<file path="src/rtl/gpio_bank_pkg.sv">
// Shared types and helpers for the GPIO port register bank.
// Assumes eight pins per port; the alias mask layout depends on it.
package gpio_bank_pkg;
    localparam int PINS_PER_PORT = 8;
    localparam int TYPE_W        = 3 * PINS_PER_PORT;
    localparam int GRP_STRIDE    = 16;
    localparam int REG_SPAN      = 8 * GRP_STRIDE;

    typedef enum logic [2:0] {
        GRP_MODE = 3'd0,
        GRP_OE   = 3'd1,
        GRP_OUT  = 3'd2,
        GRP_IN   = 3'd3,
        GRP_STAT = 3'd4,
        GRP_IEN  = 3'd5,
        GRP_TYPE = 3'd6,
        GRP_CLR  = 3'd7
    } grp_e;

    // Masked merge: bits selected by wd[15:8] take wd[7:0].
    function automatic logic [PINS_PER_PORT-1:0] masked_merge(
        input logic [PINS_PER_PORT-1:0] old_v,
        input logic [31:0]              wd
    );
        logic [PINS_PER_PORT-1:0] sel;
        sel = wd[2*PINS_PER_PORT-1:PINS_PER_PORT];
        return (old_v & ~sel) | (wd[PINS_PER_PORT-1:0] & sel);
    endfunction
endpackage

</file>
<file path="src/rtl/gpio_addr_dec.sv">
// Address decoder: maps a byte address onto (alias?, group, port).
// Assumes ALIAS_OFS >= REG_SPAN so the two windows never overlap,
// and PORTS <= 4 (port field is offset bits 3:2).
module gpio_addr_dec
    import gpio_bank_pkg::*;
#(
    parameter int ADDR_W      = 12,
    parameter int BANK_STRIDE = 'h80,
    parameter int ALIAS_OFS   = 'h800,
    parameter int BANK_IDX    = 0,
    parameter int PORTS       = 4,
    localparam int PORT_BITS  = (PORTS > 1) ? $clog2(PORTS) : 1
) (
    input  logic [ADDR_W-1:0]    addr,
    output logic                 hit,
    output logic                 is_alias,
    output grp_e                 grp,
    output logic [PORT_BITS-1:0] port
);
    localparam logic [31:0] BASE_D = 32'(BANK_IDX * BANK_STRIDE);
    localparam logic [31:0] BASE_A = 32'(BANK_IDX * BANK_STRIDE + ALIAS_OFS);

    logic [31:0] a32, off_d, off_a, off;
    logic        in_d, in_a;

    // Compute both window offsets and pick the one that hits.
    always_comb begin
        a32      = 32'(addr);
        off_d    = a32 - BASE_D;
        off_a    = a32 - BASE_A;
        in_d     = (a32 >= BASE_D) && (off_d < 32'(REG_SPAN)) && (off_d[1:0] == 2'b00);
        in_a     = (a32 >= BASE_A) && (off_a < 32'(REG_SPAN)) && (off_a[1:0] == 2'b00);
        off      = in_a ? off_a : off_d;
        grp      = grp_e'(off[6:4]);
        port     = PORT_BITS'(off[3:2]);
        is_alias = in_a;
        hit      = (in_d || in_a) && (32'(off[3:2]) < 32'(PORTS));
    end
endmodule

</file>
<file path="src/rtl/gpio_in_sync.sv">
// Two-flop synchronizer for the pin inputs of the bank.
// Assumes pins are asynchronous to clk; no glitch filtering.
module gpio_in_sync #(
    parameter int W = 32
) (
    input  logic         clk,
    input  logic         rst_n,
    input  logic [W-1:0] d,
    output logic [W-1:0] q
);
    logic [W-1:0] meta;

    // Shift the pin levels through two stages.
    always_ff @(posedge clk) begin
        if (!rst_n) begin
            meta <= '0;
            q    <= '0;
        end else begin
            meta <= d;
            q    <= meta;
        end
    end

    p_sync_delay_r6: assert property (@(posedge clk) disable iff (!rst_n)
        ($past(rst_n) && $past(rst_n, 2)) |-> (q == $past(d, 2)))
        else $error("input synchronizer latency is not two cycles");
endmodule

</file>
<file path="src/rtl/gpio_port_regs.sv">
// Register set of one eight-pin port: mode, output enable, output
// value, interrupt enable and interrupt type, plus read-word mux.
// Assumes the decoder has already qualified 'we' with the port hit.
module gpio_port_regs
    import gpio_bank_pkg::*;
(
    input  logic                     clk,
    input  logic                     rst_n,
    input  logic                     we,
    input  logic                     w_alias,
    input  grp_e                     w_grp,
    input  logic [31:0]              wdata,
    input  logic [PINS_PER_PORT-1:0] pins_sync,
    input  logic                     r_alias,
    input  grp_e                     r_grp,
    output logic [31:0]              rword,
    output logic [PINS_PER_PORT-1:0] pad_out,
    output logic [PINS_PER_PORT-1:0] pad_oe,
    output logic [PINS_PER_PORT-1:0] ien,
    output logic [TYPE_W-1:0]        itype
);
    localparam int P = PINS_PER_PORT;

    logic [P-1:0] mode_q, oe_q, out_q, ien_q;
    logic [TYPE_W-1:0] type_q;

    // Apply direct or masked writes to the addressed register.
    always_ff @(posedge clk) begin
        if (!rst_n) begin
            mode_q <= '0;
            oe_q   <= '0;
            out_q  <= '0;
            ien_q  <= '0;
            type_q <= '0;
        end else if (we) begin
            unique case (w_grp)
                GRP_MODE: mode_q <= w_alias ? masked_merge(mode_q, wdata) : wdata[P-1:0];
                GRP_OE:   oe_q   <= w_alias ? masked_merge(oe_q, wdata)   : wdata[P-1:0];
                GRP_OUT:  out_q  <= w_alias ? masked_merge(out_q, wdata)  : wdata[P-1:0];
                GRP_IEN:  ien_q  <= w_alias ? masked_merge(ien_q, wdata)  : wdata[P-1:0];
                GRP_TYPE: type_q <= w_alias ? {type_q[TYPE_W-1:P], masked_merge(type_q[P-1:0], wdata)}
                                            : wdata[TYPE_W-1:0];
                default: ;
            endcase
        end
    end

    // Select the read word for the addressed group.
    always_comb begin
        rword = '0;
        unique case (r_grp)
            GRP_MODE: rword[P-1:0]      = mode_q;
            GRP_OE:   rword[P-1:0]      = oe_q;
            GRP_OUT:  rword[P-1:0]      = out_q;
            GRP_IN:   rword[P-1:0]      = r_alias ? '0 : pins_sync;
            GRP_IEN:  rword[P-1:0]      = ien_q;
            GRP_TYPE: rword[TYPE_W-1:0] = type_q;
            default:  rword             = '0;
        endcase
    end

    // Drive a pin only when it is in GPIO mode and output-enabled.
    always_comb begin
        pad_oe  = mode_q & oe_q;
        pad_out = out_q & pad_oe;
        ien     = ien_q;
        itype   = type_q;
    end

    logic writable;
    assign writable = we && (w_grp inside {GRP_MODE, GRP_OE, GRP_OUT, GRP_IEN, GRP_TYPE});

    p_hold_unwritten_r4: assert property (@(posedge clk) disable iff (!rst_n)
        !writable |=> ($stable(mode_q) && $stable(oe_q) && $stable(out_q)
                       && $stable(ien_q) && $stable(type_q)))
        else $error("register changed without a write");

    p_alias_keeps_r3: assert property (@(posedge clk) disable iff (!rst_n)
        (we && w_alias && w_grp == GRP_OUT) |=>
        (((out_q ^ $past(out_q)) & ~$past(wdata[2*P-1:P])) == '0))
        else $error("masked write touched an unselected bit");

    p_type_upper_r3: assert property (@(posedge clk) disable iff (!rst_n)
        (we && w_alias) |=> (type_q[TYPE_W-1:P] == $past(type_q[TYPE_W-1:P])))
        else $error("masked write changed upper type bits");
endmodule

</file>
<file path="src/rtl/gpio_bank_regs.sv">
// Top of the GPIO port register bank: decodes direct and alias
// windows, instantiates one register set per port and the input
// synchronizer. Assumes a single-cycle write strobe and a
// combinational read path.
module gpio_bank_regs
    import gpio_bank_pkg::*;
#(
    parameter int ADDR_W      = 12,
    parameter int BANK_STRIDE = 'h80,
    parameter int ALIAS_OFS   = 'h800,
    parameter int BANK_IDX    = 0,
    parameter int PORTS       = 4,
    localparam int NPINS      = PORTS * PINS_PER_PORT,
    localparam int PORT_BITS  = (PORTS > 1) ? $clog2(PORTS) : 1
) (
    input  logic                clk,
    input  logic                rst_n,
    input  logic                wr_en,
    input  logic [ADDR_W-1:0]   wr_addr,
    input  logic [31:0]         wr_data,
    input  logic [ADDR_W-1:0]   rd_addr,
    output logic [31:0]         rd_data,
    input  logic [NPINS-1:0]    pin_in,
    output logic [NPINS-1:0]    pin_out,
    output logic [NPINS-1:0]    pin_oe,
    output logic [NPINS-1:0]    irq_en,
    output logic [PORTS*TYPE_W-1:0] irq_type
);
    localparam int P = PINS_PER_PORT;

    logic w_hit, w_alias, r_hit, r_alias;
    grp_e w_grp, r_grp;
    logic [PORT_BITS-1:0] w_port, r_port;
    logic [NPINS-1:0] pins_s;
    logic [PORTS-1:0] port_we;
    logic [31:0] rwords [PORTS];

    gpio_addr_dec #(.ADDR_W(ADDR_W), .BANK_STRIDE(BANK_STRIDE), .ALIAS_OFS(ALIAS_OFS),
                    .BANK_IDX(BANK_IDX), .PORTS(PORTS)) u_wdec (
        .addr(wr_addr), .hit(w_hit), .is_alias(w_alias), .grp(w_grp), .port(w_port));

    gpio_addr_dec #(.ADDR_W(ADDR_W), .BANK_STRIDE(BANK_STRIDE), .ALIAS_OFS(ALIAS_OFS),
                    .BANK_IDX(BANK_IDX), .PORTS(PORTS)) u_rdec (
        .addr(rd_addr), .hit(r_hit), .is_alias(r_alias), .grp(r_grp), .port(r_port));

    gpio_in_sync #(.W(NPINS)) u_sync (
        .clk(clk), .rst_n(rst_n), .d(pin_in), .q(pins_s));

    // Route the write strobe to the addressed port only.
    always_comb begin
        port_we = '0;
        if (wr_en && w_hit) port_we[w_port] = 1'b1;
    end

    for (genvar gp = 0; gp < PORTS; gp++) begin : g_port
        gpio_port_regs u_port (
            .clk      (clk),
            .rst_n    (rst_n),
            .we       (port_we[gp]),
            .w_alias  (w_alias),
            .w_grp    (w_grp),
            .wdata    (wr_data),
            .pins_sync(pins_s[gp*P +: P]),
            .r_alias  (r_alias),
            .r_grp    (r_grp),
            .rword    (rwords[gp]),
            .pad_out  (pin_out[gp*P +: P]),
            .pad_oe   (pin_oe[gp*P +: P]),
            .ien      (irq_en[gp*P +: P]),
            .itype    (irq_type[gp*TYPE_W +: TYPE_W])
        );
    end

    // Return the addressed port's word, zero outside the bank.
    always_comb begin
        rd_data = r_hit ? rwords[r_port] : '0;
    end

    p_single_port_we_r7: assert property (@(posedge clk) disable iff (!rst_n)
        $onehot0(port_we))
        else $error("more than one port strobed");

    p_out_of_bank_r8: assert property (@(posedge clk) disable iff (!rst_n)
        !(wr_en && w_hit) |=> ($stable(pin_oe) && $stable(pin_out)
                               && $stable(irq_en) && $stable(irq_type)))
        else $error("state changed on a write outside this bank");
endmodule

</file>
<file path="config.mk">
export PLATFORM = sky130hd
export DESIGN_NAME = gpio_bank_regs
export DESIGN_NICKNAME = d
export VERILOG_FILES = /design/src/rtl/gpio_bank_pkg.sv /design/src/rtl/gpio_addr_dec.sv /design/src/rtl/gpio_in_sync.sv /design/src/rtl/gpio_port_regs.sv /design/src/rtl/gpio_bank_regs.sv
export SDC_FILE = /design/constraint.sdc
export NUM_CORES = 1
export LEC_CHECK = 0
export BUFFER_PORTS_ARGS = -buffer_cell sky130_fd_sc_hd__buf_2
export CAP_MARGIN = 0
export CORE_MARGIN = 4
export CORE_UTILIZATION = 58
export DETAILED_ROUTE_END_ITERATION = 8
export GPL_TIMING_DRIVEN = 0
export PLACE_DENSITY_LB_ADDON = 0.08
export SYNTH_ARGS = -nofsm -noshare
export SYNTH_HDL_FRONTEND = slang
export SYNTH_SLANG_ARGS = --single-unit
</file>
<file path="constraint.sdc">
create_clock -name clk -period 6.52 [get_ports clk]
set_clock_uncertainty 0.1 [all_clocks]
set_input_delay 1.304 -clock clk [delete_from_list [all_inputs] [get_ports clk]]
set_output_delay 1.304 -clock clk [all_outputs]
set_load 0.005 [all_outputs]
</file>
==> flow_summary.json <==
{
  "yosysWarnings": 0,
  "ys_ff_latch": 288,
  "synth_xor_area_share_pct": 0,
  "overflow": 0,
  "synth_cell_type_count": 58,
  "fp.coreArea_um2": 22000,
  "tightest_slew_ps": 1410,
  "setup_tns_ps": 0,
  "worstSetupStartpointType": "input pin",
  "ys.flop_type": "dfxtp_1",
  "syn_avg_cell_area_um2": 9.33,
  "crit_type": "in -> out",
  "die_w_um": 158,
  "crit_fanout": 10,
  "io_buffers": 290,
  "path_delay_family": "buffers and inverters",
  "grt_pass1_wl_um": 77700,
  "finalWirelength_um": 53300,
  "drtPass1Iterations": 8,
  "synth_edf_count": 0,
  "cts_made_buffers": 30,
  "slew_viol_final": 0,
  "hold_viol": 0,
  "syn_inst": 1395,
  "fin_crit_sh_pct": 87.9,
  "crit_chain": "buf_2 -> buf_2 -> clkbuf_1 -> nand3_1 -> clkbuf_1 -> nor2b_1 -> buf_2",
  "path_clk_slew_ps": 60,
  "post-cts-setup-buffers": 0,
  "first_iter_violations": 1722,
  "ant_nets": 0,
  "period_needed_ps": 5730,
  "synth_compound_gate_area_share_pct": 23.2,
  "violations": "capacitance limit",
  "grt_antenna_before_repair": 3,
  "cts_htree_levels": 1,
  "cts_max_path_buffers": 3,
  "maxClockFrequency_mhz": 175,
  "rsz0062_at_grt": "false",
  "viasPerCell": 6.65,
  "dpl.hpwl_um": 39300,
  "cp.required_ps": 5120,
  "vias": 13500,
  "drv_cap": 1,
  "die_area_um2": 24900,
  "die_h_um": 158,
  "drive_above_1_share_pct": 25.5,
  "final_common_cell": "buf_2",
  "grt_usage_pct": 41.0,
  "cts_tree": "done",
  "cp_slowest_cell": "clkbuf_1",
  "arrival_ps": 4330,
  "clock-sinks": 288,
  "synthArstFlopShare_pct": 0,
  "num-nets-final": 1815,
  "slew_headroom_pct": 3.24,
  "fp-row-count": 54,
  "yosys.area_share.adder_pct": 0,
  "path_common_cell": "buf_2",
  "layout_common_cells": "332 x buf_2, 288 x dfxtp_1, 155 x nand2_1, 136 x o211ai_1, 128 x o31ai_1",
  "root_buffer": "clkbuf_16",
  "end_kind": "output port",
  "num_io_pins": 315,
  "start_util_pct": 59.3,
  "path_buf_inv": 5,
  "cp_slowest_stage_delay_ps": 730,
  "status": "finished, violations left",
  "yosys-mux-area-fraction_pct": 9.26,
  "cts_resized": 0,
  "syn_area_um2": 13000,
  "holdCritPathClass": "reg -> reg",
  "clk_latency_ps": 550,
  "seq_area_frac_synth_pct": 44.3,
  "wire_per_inst_um": 26.2,
  "grt_pass1_vias": 12700,
  "ir_drop_uv": 241,
  "synth_top_family_by_area": "compound AO/OA/AOI/OAI gates",
  "area_growth_pct": 22.6,
  "synth-simple-area-share_pct": 18.1,
  "leakage_uw": 0.00682,
  "setup_viol": 0,
  "place.gp.congestion": 1.04,
  "cts_hold_buf": 0,
  "pwr_density_cell_nw_per_um2": 245,
  "power_uw": 3920,
  "drc": 0,
  "grt_start_max_net_pins": 15
}
-- area by class of cell --
type	count	area, um^2
Fill cell	1720	6000
Timing Repair Buffer	290	1450
Buffer	150	668
Tap cell	280	350
Clock inverter	14	209
Sequential cell	288	5770
Clock buffer	42	887
Antenna cell	4	10.0
Multi-Input combinational cell	962	6610
Inverter	2	7.51
-- worst paths after layout --
check	from	to	slack, ps	cells after the start
max	rd_addr[6]	rd_data[14]	790	7
min	u_sync.meta[22]	u_sync.q[22]	330	1
max reg2reg	register	register	5660	2
min reg2reg	u_sync.meta[22]	u_sync.q[22]	330	1
-- cells in the mapped netlist (2+ instances only) --
cell / instances / area (um^2)
dfxtp_1: 288 / 5770
nand2_1: 155 / 582
o211ai_1: 136 / 1020
o31ai_1: 128 / 961
and2_1: 103 / 644
clkbuf_1: 94 / 353
mux2i_1: 72 / 721
o21ai_0: 60 / 300
nand3_1: 53 / 265
buf_2: 42 / 210
and3_1: 40 / 250
a21oi_1: 24 / 120
nor2b_1: 21 / 131
nor2_1: 18 / 67.6
mux4_2: 16 / 360
a22oi_1: 11 / 82.6
buf_4: 11 / 82.6
mux2_2: 11 / 124
o221ai_1: 11 / 96.3
or2_2: 9 / 56.3
a221oi_1: 8 / 70.1
a221o_1: 6 / 60.1
a32oi_1: 6 / 52.6
nand4_1: 6 / 37.5
nor3b_1: 6 / 45.0
a22o_1: 5 / 43.8
o32ai_1: 5 / 43.8
nand3b_1: 4 / 30.0
a211o_1: 3 / 26.3
a211oi_1: 3 / 22.5
and3b_1: 3 / 26.3
o22ai_1: 3 / 18.8
and4_1: 2 / 17.5
buf_1: 2 / 7.51
inv_1: 2 / 7.51
nand2b_1: 2 / 12.5
nor4_4: 2 / 42.5
nor4b_4: 2 / 47.6
o2bb2ai_1: 2 / 17.5
o311ai_0: 2 / 17.5
-- through the flow --
| step | hold slack (ps) | cells | setup slack (ps) | cell area (um^2) | utilization (%) |
|---|---|---|---|---|---|
| 2_1_floorplan | 312 | 1402 | 2460 | 13000 | - |
| 3_3_place_gp | 314 | 1972 | 1020 | 14800 | 67.6 |
| 3_5_place_dp | 319 | 1972 | 1050 | 14800 | 67.6 |
| 4_1_cts | 333 | 2028 | 1060 | 15900 | 72.6 |
| 5_1_grt | 351 | 2031 | 936 | 16000 | 72.7 |
| 6_report | 330 | 2032 | 789 | 16000 | 72.7 |
-- logic make-up (layout without fill, tap and decap cells) --
family | Yosys count | in the layout
buffers and inverters | 152 | 498
multiplexers | 99 | 99
flip-flops | 288 | 288
AND/OR/NAND/NOR | 436 | 436
AO/OA/AOI/OAI | 419 | 419
other | 1 | 12
-- power breakdown --
part	switching [uW]	internal, uW
registers	7.51	1780
logic	174	66.2
clock network	744	1150
total	926	2990
-- metal layers --
layer | up-vias | share of wire (%) | global-route usage (%)
met5 | - | 0 | 0
met4 | 0 | 6.6 | 22.7
met3 | 218 | 15 | 10.8
met2 | 1123 | 42 | 60.7
met1 | 6333 | 36 | 54.6
li1 | 5847 | - | -
No activity file was read; power rests on OpenSTA's default activity.
